**src/rtl/modtmr_pkg.sv**
```systemverilog
package modtmr_pkg;
  localparam int A_CNT_HI = 0;
  localparam int A_CNT_LO = 1;
  localparam int A_MOD_HI = 2;
  localparam int A_MOD_LO = 3;
  localparam int A_STAT   = 4;

  typedef enum logic [1:0] {
    SNAP_NONE    = 2'd0,
    SNAP_HOLD_HI = 2'd1,
    SNAP_HOLD_LO = 2'd2
  } snap_st_e;
endpackage

```
**src/rtl/modtmr_count.sv**
```systemverilog
module modtmr_count #(
  parameter int W = 16
) (
  input  logic         clk,
  input  logic         rst_n,
  input  logic         adv,
  input  logic         center,
  input  logic         clr,
  input  logic [W-1:0] term,
  output logic [W-1:0] cnt,
  output logic         hit
);
  logic [W-1:0] cnt_q, cnt_d;
  logic         up_q, up_d;

  always_comb begin
    cnt_d = cnt_q;
    up_d  = up_q;
    hit   = 1'b0;
    if (clr) begin
      cnt_d = '0;
      up_d  = 1'b1;
    end else begin
      if (!center) up_d = 1'b1;
      if (adv) begin
        if (!center) begin
          if (cnt_q == term) begin
            cnt_d = '0;
            hit   = 1'b1;
          end else begin
            cnt_d = cnt_q + W'(1);
          end
        end else if (cnt_q == term) begin
          cnt_d = cnt_q - W'(1);
          up_d  = 1'b0;
          hit   = 1'b1;
        end else if (cnt_q == '0) begin
          cnt_d = W'(1);
          up_d  = 1'b1;
        end else if (up_q) begin
          cnt_d = cnt_q + W'(1);
        end else begin
          cnt_d = cnt_q - W'(1);
        end
      end
    end
  end

  always_ff @(posedge clk or negedge rst_n) begin
    if (!rst_n) begin
      cnt_q <= '0;
      up_q  <= 1'b1;
    end else begin
      cnt_q <= cnt_d;
      up_q  <= up_d;
    end
  end

  assign cnt = cnt_q;
endmodule

```
**src/rtl/modtmr_snap.sv**
```systemverilog
module modtmr_snap
  import modtmr_pkg::*;
#(
  parameter int BW = 8
) (
  input  logic          clk,
  input  logic          rst_n,
  input  logic          rd_hi,
  input  logic          rd_lo,
  input  logic          clr,
  input  logic [2*BW-1:0] cnt,
  output logic [BW-1:0] hi_byte,
  output logic [BW-1:0] lo_byte
);
  snap_st_e      st_q, st_d;
  logic [BW-1:0] buf_q, buf_d;

  always_comb begin
    st_d  = st_q;
    buf_d = buf_q;
    if (clr) begin
      st_d = SNAP_NONE;
    end else if (rd_hi) begin
      if (st_q == SNAP_HOLD_HI) begin
        st_d = SNAP_NONE;
      end else begin
        st_d  = SNAP_HOLD_LO;
        buf_d = cnt[BW-1:0];
      end
    end else if (rd_lo) begin
      if (st_q == SNAP_HOLD_LO) begin
        st_d = SNAP_NONE;
      end else begin
        st_d  = SNAP_HOLD_HI;
        buf_d = cnt[2*BW-1:BW];
      end
    end
  end

  always_ff @(posedge clk or negedge rst_n) begin
    if (!rst_n) begin
      st_q  <= SNAP_NONE;
      buf_q <= '0;
    end else begin
      st_q  <= st_d;
      buf_q <= buf_d;
    end
  end

  assign hi_byte = (st_q == SNAP_HOLD_HI) ? buf_q : cnt[2*BW-1:BW];
  assign lo_byte = (st_q == SNAP_HOLD_LO) ? buf_q : cnt[BW-1:0];
endmodule

```
**src/rtl/modtmr_core.sv**
```systemverilog
module modtmr_core
  import modtmr_pkg::*;
#(
  parameter int BYTE_W = 8,
  parameter int ADDR_W = 3
) (
  input  logic              clk,
  input  logic              rst_n,
  input  logic              tick_en,
  input  logic              freeze,
  input  logic              center_mode,
  input  logic [ADDR_W-1:0] bus_addr,
  input  logic              bus_wr,
  input  logic              bus_rd,
  input  logic [BYTE_W-1:0] bus_wdata,
  output logic [BYTE_W-1:0] bus_rdata,
  output logic              ovf_flag,
  output logic              ovf_pulse
);
  localparam int CNT_W = 2 * BYTE_W;

  logic              sel_cnt_hi, sel_cnt_lo, sel_mod_hi, sel_mod_lo, sel_stat;
  logic              cnt_wr, adv, ovf_hit;
  logic [CNT_W-1:0]  cnt_q, term_w;
  logic [BYTE_W-1:0] mod_hi_q, mod_hi_d, mod_lo_q, mod_lo_d;
  logic [BYTE_W-1:0] cnt_hi_b, cnt_lo_b;
  logic              flag_q, flag_d, pulse_q, pulse_d;

  assign sel_cnt_hi = (bus_addr == ADDR_W'(A_CNT_HI));
  assign sel_cnt_lo = (bus_addr == ADDR_W'(A_CNT_LO));
  assign sel_mod_hi = (bus_addr == ADDR_W'(A_MOD_HI));
  assign sel_mod_lo = (bus_addr == ADDR_W'(A_MOD_LO));
  assign sel_stat   = (bus_addr == ADDR_W'(A_STAT));

  assign cnt_wr = bus_wr && (sel_cnt_hi || sel_cnt_lo);
  assign adv    = tick_en && !freeze;
  assign term_w = ({mod_hi_q, mod_lo_q} == '0) ? {CNT_W{1'b1}} : {mod_hi_q, mod_lo_q};

  modtmr_count #(.W(CNT_W)) u_count (
    .clk    (clk),
    .rst_n  (rst_n),
    .adv    (adv),
    .center (center_mode),
    .clr    (cnt_wr),
    .term   (term_w),
    .cnt    (cnt_q),
    .hit    (ovf_hit)
  );

  modtmr_snap #(.BW(BYTE_W)) u_snap (
    .clk     (clk),
    .rst_n   (rst_n),
    .rd_hi   (bus_rd && sel_cnt_hi),
    .rd_lo   (bus_rd && sel_cnt_lo),
    .clr     (cnt_wr),
    .cnt     (cnt_q),
    .hi_byte (cnt_hi_b),
    .lo_byte (cnt_lo_b)
  );

  always_comb begin
    mod_hi_d = mod_hi_q;
    mod_lo_d = mod_lo_q;
    if (bus_wr && sel_mod_hi) mod_hi_d = bus_wdata;
    if (bus_wr && sel_mod_lo) mod_lo_d = bus_wdata;
    flag_d = flag_q;
    if (bus_wr && sel_stat && bus_wdata[BYTE_W-1]) flag_d = 1'b0;
    if (ovf_hit) flag_d = 1'b1;
    pulse_d = ovf_hit;
  end

  always_ff @(posedge clk or negedge rst_n) begin
    if (!rst_n) begin
      mod_hi_q <= '0;
      mod_lo_q <= '0;
      flag_q   <= 1'b0;
      pulse_q  <= 1'b0;
    end else begin
      mod_hi_q <= mod_hi_d;
      mod_lo_q <= mod_lo_d;
      flag_q   <= flag_d;
      pulse_q  <= pulse_d;
    end
  end

  always_comb begin
    bus_rdata = '0;
    if (sel_cnt_hi)      bus_rdata = cnt_hi_b;
    else if (sel_cnt_lo) bus_rdata = cnt_lo_b;
    else if (sel_mod_hi) bus_rdata = mod_hi_q;
    else if (sel_mod_lo) bus_rdata = mod_lo_q;
    else if (sel_stat)   bus_rdata = {flag_q, {(BYTE_W-1){1'b0}}};
  end

  assign ovf_flag  = flag_q;
  assign ovf_pulse = pulse_q;
endmodule

```
**config.mk**
```make
export PLATFORM = sky130hd
export DESIGN_NAME = modtmr_core
export DESIGN_NICKNAME = d
export VERILOG_FILES = /design/src/rtl/modtmr_pkg.sv /design/src/rtl/modtmr_count.sv /design/src/rtl/modtmr_snap.sv /design/src/rtl/modtmr_core.sv
export SDC_FILE = /design/constraint.sdc
export NUM_CORES = 1
export LEC_CHECK = 0
export BUFFER_PORTS_ARGS = -buffer_cell sky130_fd_sc_hd__buf_2
export CAP_MARGIN = 15
export CORE_UTILIZATION = 40
export CTS_BUF_LIST = sky130_fd_sc_hd__clkbuf_8
export CTS_CLUSTER_SIZE = 24
export DETAILED_ROUTE_END_ITERATION = 10
export PLACE_DENSITY = 0.57
export SETUP_SLACK_MARGIN = 0.1
export SYNTH_ARGS = -nofsm -noshare
export SYNTH_HDL_FRONTEND = slang
export SYNTH_SLANG_ARGS = --single-unit
```
**constraint.sdc**
```tcl
create_clock -name clk -period 2.4 [get_ports clk]
set_input_delay 0 -clock clk [delete_from_list [all_inputs] [get_ports clk]]
set_output_delay 0 -clock clk [all_outputs]
set_load 0.02 [all_outputs]
```
# Word level (Yosys, flattened, before mapping)
# Cells that the tools add are included.
[op_classes]
addsub = 2
n_eq_ne = 9
n_mux = 35
bitwise = 1
reduce_logical = 18
[ops]
columns = ["op", "count"]
rows = [
  ["$mux 16", 8],
  ["$mux 8", 11],
  ["$logic_not 16->1", 2],
  ["$add 16x1->16 const B", 1],
  ["$eq 16x16->1", 1],
  ["$sub 16x1->16 const B", 1],
  ["$mux 1", 12],
  ["$logic_and 1x1->1", 8],
  ["$mux 2", 4],
  ["$eq 3x2->1 const B", 2],
  ["$reduce_bool 2->1", 3],
  ["$reduce_and 4->1", 1],
  ["$eq 3x1->1 const B", 1],
  ["$eq 3x3->1 const B", 1],
  ["$logic_not 3->1", 1],
  ["$reduce_bool 3->1", 1],
  ["$eq 2x1->1 const B", 1],
  ["$eq 2x2->1 const B", 1],
  ["$ne 2x1->1 const B", 1],
  ["$ne 2x2->1 const B", 1],
  ["$logic_not 1->1", 1],
  ["$logic_or 1x1->1", 1],
  ["$not 1->1", 1],
]
[word_totals]
regBits = 45
input_bits = 18
out_inout_bits = 10
word_cells = 73

# Longest topological paths before layout
[depth]
ltp_word = 7
mapped_depth = 11

# Modules after synthesis
# Synthesis repeated with hierarchy kept, for this count alone.
[unflattened]
hier_cells = 352
area_unflattened_um2 = 3552.2
[by_module_without_submodules]
columns = ["module", "n_inst", "cells_each", "area_each_um2", "seq_area_each_um2"]
rows = [
  ["modtmr_count", 1, 198, 1656.6, 426.7],
  ["modtmr_core", 1, 94, 1188.6, 450.4],
  ["modtmr_snap", 1, 60, 706.9, 250.2],
]

# Least setup slack after synthesis
# Ideal clock, no wire load.
[synth_path]
path_type = "register to register"
startpoint = "register mod_lo_q[3]"
endpoint = "register u_count.cnt_q[12], in the netlist u_count.cnt[12]"
arrival_ns = 2.485
required_time_ns = 2.275
setup_slack_ns = -0.210
stages_incl_launch_ff = 11
path_buffers = 2
period_less_slack_ns = 2.610
path_cell_list = "dfrtp_1 -> nor4_4 -> buf_6 -> a41oi_2 -> xnor2_1 -> nor4_2 -> nand4_1 -> and3_1 -> buf_6 -> a22o_1 -> mux2_2"
[synth_via]
elab_chain_cells = 7
elab_cells_between_ends = 8
cone_classes = "eq/ne (1); mux (6); reduce/logical (1)"
[synth_lines]
columns = ["item", "line_no", "text"]
rows = [
  ["start, declared", "modtmr_core.sv:25", "logic [BYTE_W-1:0] mod_hi_q, mod_hi_d, mod_lo_q, mod_lo_d;"],
  ["start signal, assigned", "modtmr_core.sv:80", "mod_lo_q <= mod_lo_d;"],
  ["$logic_not 16->1", "modtmr_core.sv:37", "assign term_w = ({mod_hi_q, mod_lo_q} == '0) ? {CNT_W{1'b1}} : {mod_hi_q, mod_lo_q};"],
  ["$mux 16 *", "modtmr_core.sv:37", ""],
  ["$eq 16x16->1 *", "modtmr_count.sv:27, modtmr_count.sv:33", ""],
  ["$mux 16, on equally long branches", "modtmr_count.sv:27, modtmr_count.sv:33", ""],
  ["$mux 16 *", "modtmr_count.sv:26", "if (!center) begin"],
  ["$mux 16 *", "modtmr_count.sv:25", "if (adv) begin"],
  ["$mux 16 *", "modtmr_count.sv:20", "if (clr) begin"],
  ["end signal, assigned", "modtmr_count.sv:54", "cnt_q <= cnt_d;"],
  ["end, declared", "modtmr_count.sv:13", "logic [W-1:0] cnt_q, cnt_d;"],
]
# Mark *: on every way between the ends. The rest lies on a longest branch, timed or not. The select of a mux whose other input is x is not followed.
# A chain may end at the register's enable or synchronous reset.

# Final worst setup path
[layout_path]
startpoint = "register mod_lo_q[7]"
endpoint = "register u_count.cnt_q[11], in the netlist u_count.cnt[11]"
# The elaborated chain is that of the path after synthesis.

==> flow_summary_export.csv <==
group,metric,value,unit
floorplan,rows,34,
final_layout,n_antenna_cell,0,
detailed_routing,post_drt_wl_per_cell,18.6,µm
global_routing,grt_usage,24.0,%
sta,maxSlewHeadroom,56.5,%
global_routing,grt_overflow_total,0,
floorplan,start_util,41.3,%
power_and_ir_drop,irDropWorstVdd,312,µV
clocking,cts_tree,"done",
sta,worst_pin_slew,651,ps
synth,ys_types,61,
sta,final-hold-violation-count,0,
final_layout,synthToLayoutAreaGrowth,29.0,%
clocking,root_buffer,"clkbuf_8",
floorplan,core,8760,µm²
status,violations,"setup timing",
global_routing,grt_max_degree,26,
sta,drv_slew,0,
synth,synth.top_cell.area_share,30.4,%
run,maxCapViolCount,0,
synth,yosysMostFrequentCell,"nand2_1",
worst_setup_path,cp-start-kind,"flip-flop",
clocking,cts_made_buffers,5,
sta,post-route-min-period,2650,ps
detailed_routing,drtPass1Iterations,4,
placed_design,io_buffers,27,
global_routing,antenna_found_initial,0,
final_layout,layout-drive-gt1-share,38.0,%
sta,setup_slack,-254,ps
synth,synth_warnings,0,
placed_design,dp.cells,564,
sta,max_freq,0.377,GHz
synth,synth_flop_cell,"dfrtp_1",
synth,ys_seq_area_share,31.1,%
floorplan,pin_count,28,
clocking,numClockSinks,45,
synth,avgSynthCellArea,9.33,µm²
hold_path,hp-class,"in2reg",
sta,rsz0062_at_grt,"yes",
clocking,cts_max_level,2,
synth,synth_edf_count,0,
final_layout,final_nets,499,
sta,setup_viol,19,
synth,yosys.area.top_type,"dfrtp_1",
clocking,ctsLongestPathBuffers,2,
detailed_routing,viasPerCell,5.75,
placed_design,place.gp.congestion,0.896,
detailed_routing,drt-total-wl,10900,µm
worst_setup_path,crit_required,2600,ps
floorplan,die_y,97.1,µm
sta,skew,3.43,ps
global_routing,grt_pass1_vias,3392,
sta,fin_tns_setup,-3380,ps
synth,synth_cells,388,
synth,syn_nets,409,
floorplan,die_w,97.1,µm
detailed_routing,drc,0,
global_routing,grt_pass1_wl,17900,µm
synth,synth_seq_cells,45,
power_and_ir_drop,p_per_area,658,nW/µm²
worst_setup_path,crit_fanout,8,
detailed_routing,drtIter0Drc,249,
power_and_ir_drop,total_leakage_power,1.98,nW
clocking,clk-insertion-delay-late,310,ps
worst_setup_path,cp-end-kind,"flip-flop",
placed_design,hpwl,8130,µm
clocking,clkTransAtPathRegs,90,ps
status,status,"finished with violations",
floorplan,dieArea,9440,µm²
worst_setup_path,crit_type,"reg2reg",
synth,synth_area_leaders,"dfrtp_1 (30%), mux2_2 (8.7%), nand2_1 (5.0%)",
sta,min_period_over_period,111,%
detailed_routing,vias,3373,
final_layout,final_cells,587,
synth,synth_area,3620,µm²
detailed_routing,final_antenna_net_count,0,
worst_setup_path,arrival,2850,ps
synth,synthArstFlopShare,100,%
synth,synth_top_cells_by_count,"nand2_1 (48), dfrtp_1 (44), mux2_2 (28), a21oi_1 (20)",
[layout make-up]
type | count | area (µm²)
flip-flops and latches | 45 | 1130
clock buffers | 6 | 82.6
repair buffers | 117 | 911
clock inverters | 2 | 13.8
inverters | 10 | 37.5
fillers | 823 | 4090
multi-input cells | 299 | 2360
well taps | 108 | 135
[metrics by stage]
stage                     setup slack (ps)  util (%)  area (µm²)  power (mW)  hold WS (ps)
after CTS                             -223      52.3        4580        3.03          86.7
final                                 -254      53.3        4670        3.07          94.1
after detailed placement              -229      49.2        4310        2.45          10.7
after global routing                  -420      53.3        4670        3.25           108
after global placement                -161      49.2        4310        2.42          7.24
after floorplan                       -177         -        3650        1.86          -296
[report_power, final]
part           total (mW)  switching (mW)  internal, mW
Sequential          0.973           0.117         0.856
Combinational        1.58           0.806         0.777
Clock               0.517           0.283         0.234
[metal layers]
metal  global-route usage [%]  share of wire (%)
met5                        0                  0
met4                     6.77                1.6
met3                     2.73                4.7
met2                     38.9                 47
met1                     33.6                 47
[layout by cell type (no fill, tap or decap), types with 10 or more instances in the layout]
cell type and n:
buf_4 73, nand2_1 48, dfrtp_1 44, mux2_2 28
buf_2 27, a21oi_1 20, mux2i_1 17, o21ai_0 16
xnor2_1 13, nor2_1 11, inv_1 10, dlygate4sd3_1 10
[repair_timing]
| item | CTS | global route |
|---|---|---|
| hold buffers | 10 | 0 |
| pin swaps | 0 | 4 |
| cloned | 0 | 1 |
| endpoints found under the hold margin | 36 | 0 |
| buffers inserted | 2 | 2 |
| endpoints found under the setup margin | 19 | 19 |
| gates resized for setup | 11 | 6 |
[path summary, 6_finish.rpt]
kind	slack, ps	from	endpoint	depth (start not counted)
setup / recovery	-250	mod_lo_q[7]$_DFFE_PN0P_	u_count.cnt[11]$_DFFE_PN0P_	10
min in group asynchronous	200	rst_n	u_count.cnt[7]$_DFFE_PN0P_	2
hold reg to reg	520	ovf_flag$_DFFE_PN0P_	ovf_flag$_DFFE_PN0P_	1
hold / removal	90	bus_wr	u_snap.st_q[0]$_DFFE_PN0P_	2
max in group asynchronous	1450	rst_n	mod_hi_q[1]$_DFFE_PN0P_	3
setup reg to reg	-250	mod_lo_q[7]$_DFFE_PN0P_	u_count.cnt[11]$_DFFE_PN0P_	10
[worst max-delay path, stage by stage (launching register included)]
cell and delay, ps:
dfrtp_1 410, nor4_4 260, buf_4 180, buf_12 130
a41oi_2 150, xnor2_2 180, nor4_2 310, nand4_1 190
and3_4 250, a22o_1 230, mux2_2 250
[flip-flops by register name (all words and copies together), names as in the netlist]
| name | cells |
|---|---|
| mod_lo_q | 8 |
| ovf_flag | 1 |
| ovf_pulse | 1 |
| mod_hi_q | 8 |
| u_snap.buf_q | 8 |
| u_count.up_q | 1 |
| u_count.cnt | 16 |
| u_snap.st_q | 2 |
[cell families (layout without fill, tap and decap cells)]
group,after synthesis,count (layout),synth area share [%]
simple gates,123,123,19.5
compound gates,106,106,22.0
mux,45,45,13.4
flops,45,45,31.1
buf+inv,44,135,7.15
xor+xnor,22,22,5.74
fa+ha+maj,3,3,1.04
Power figures use the tool's default switching activity.
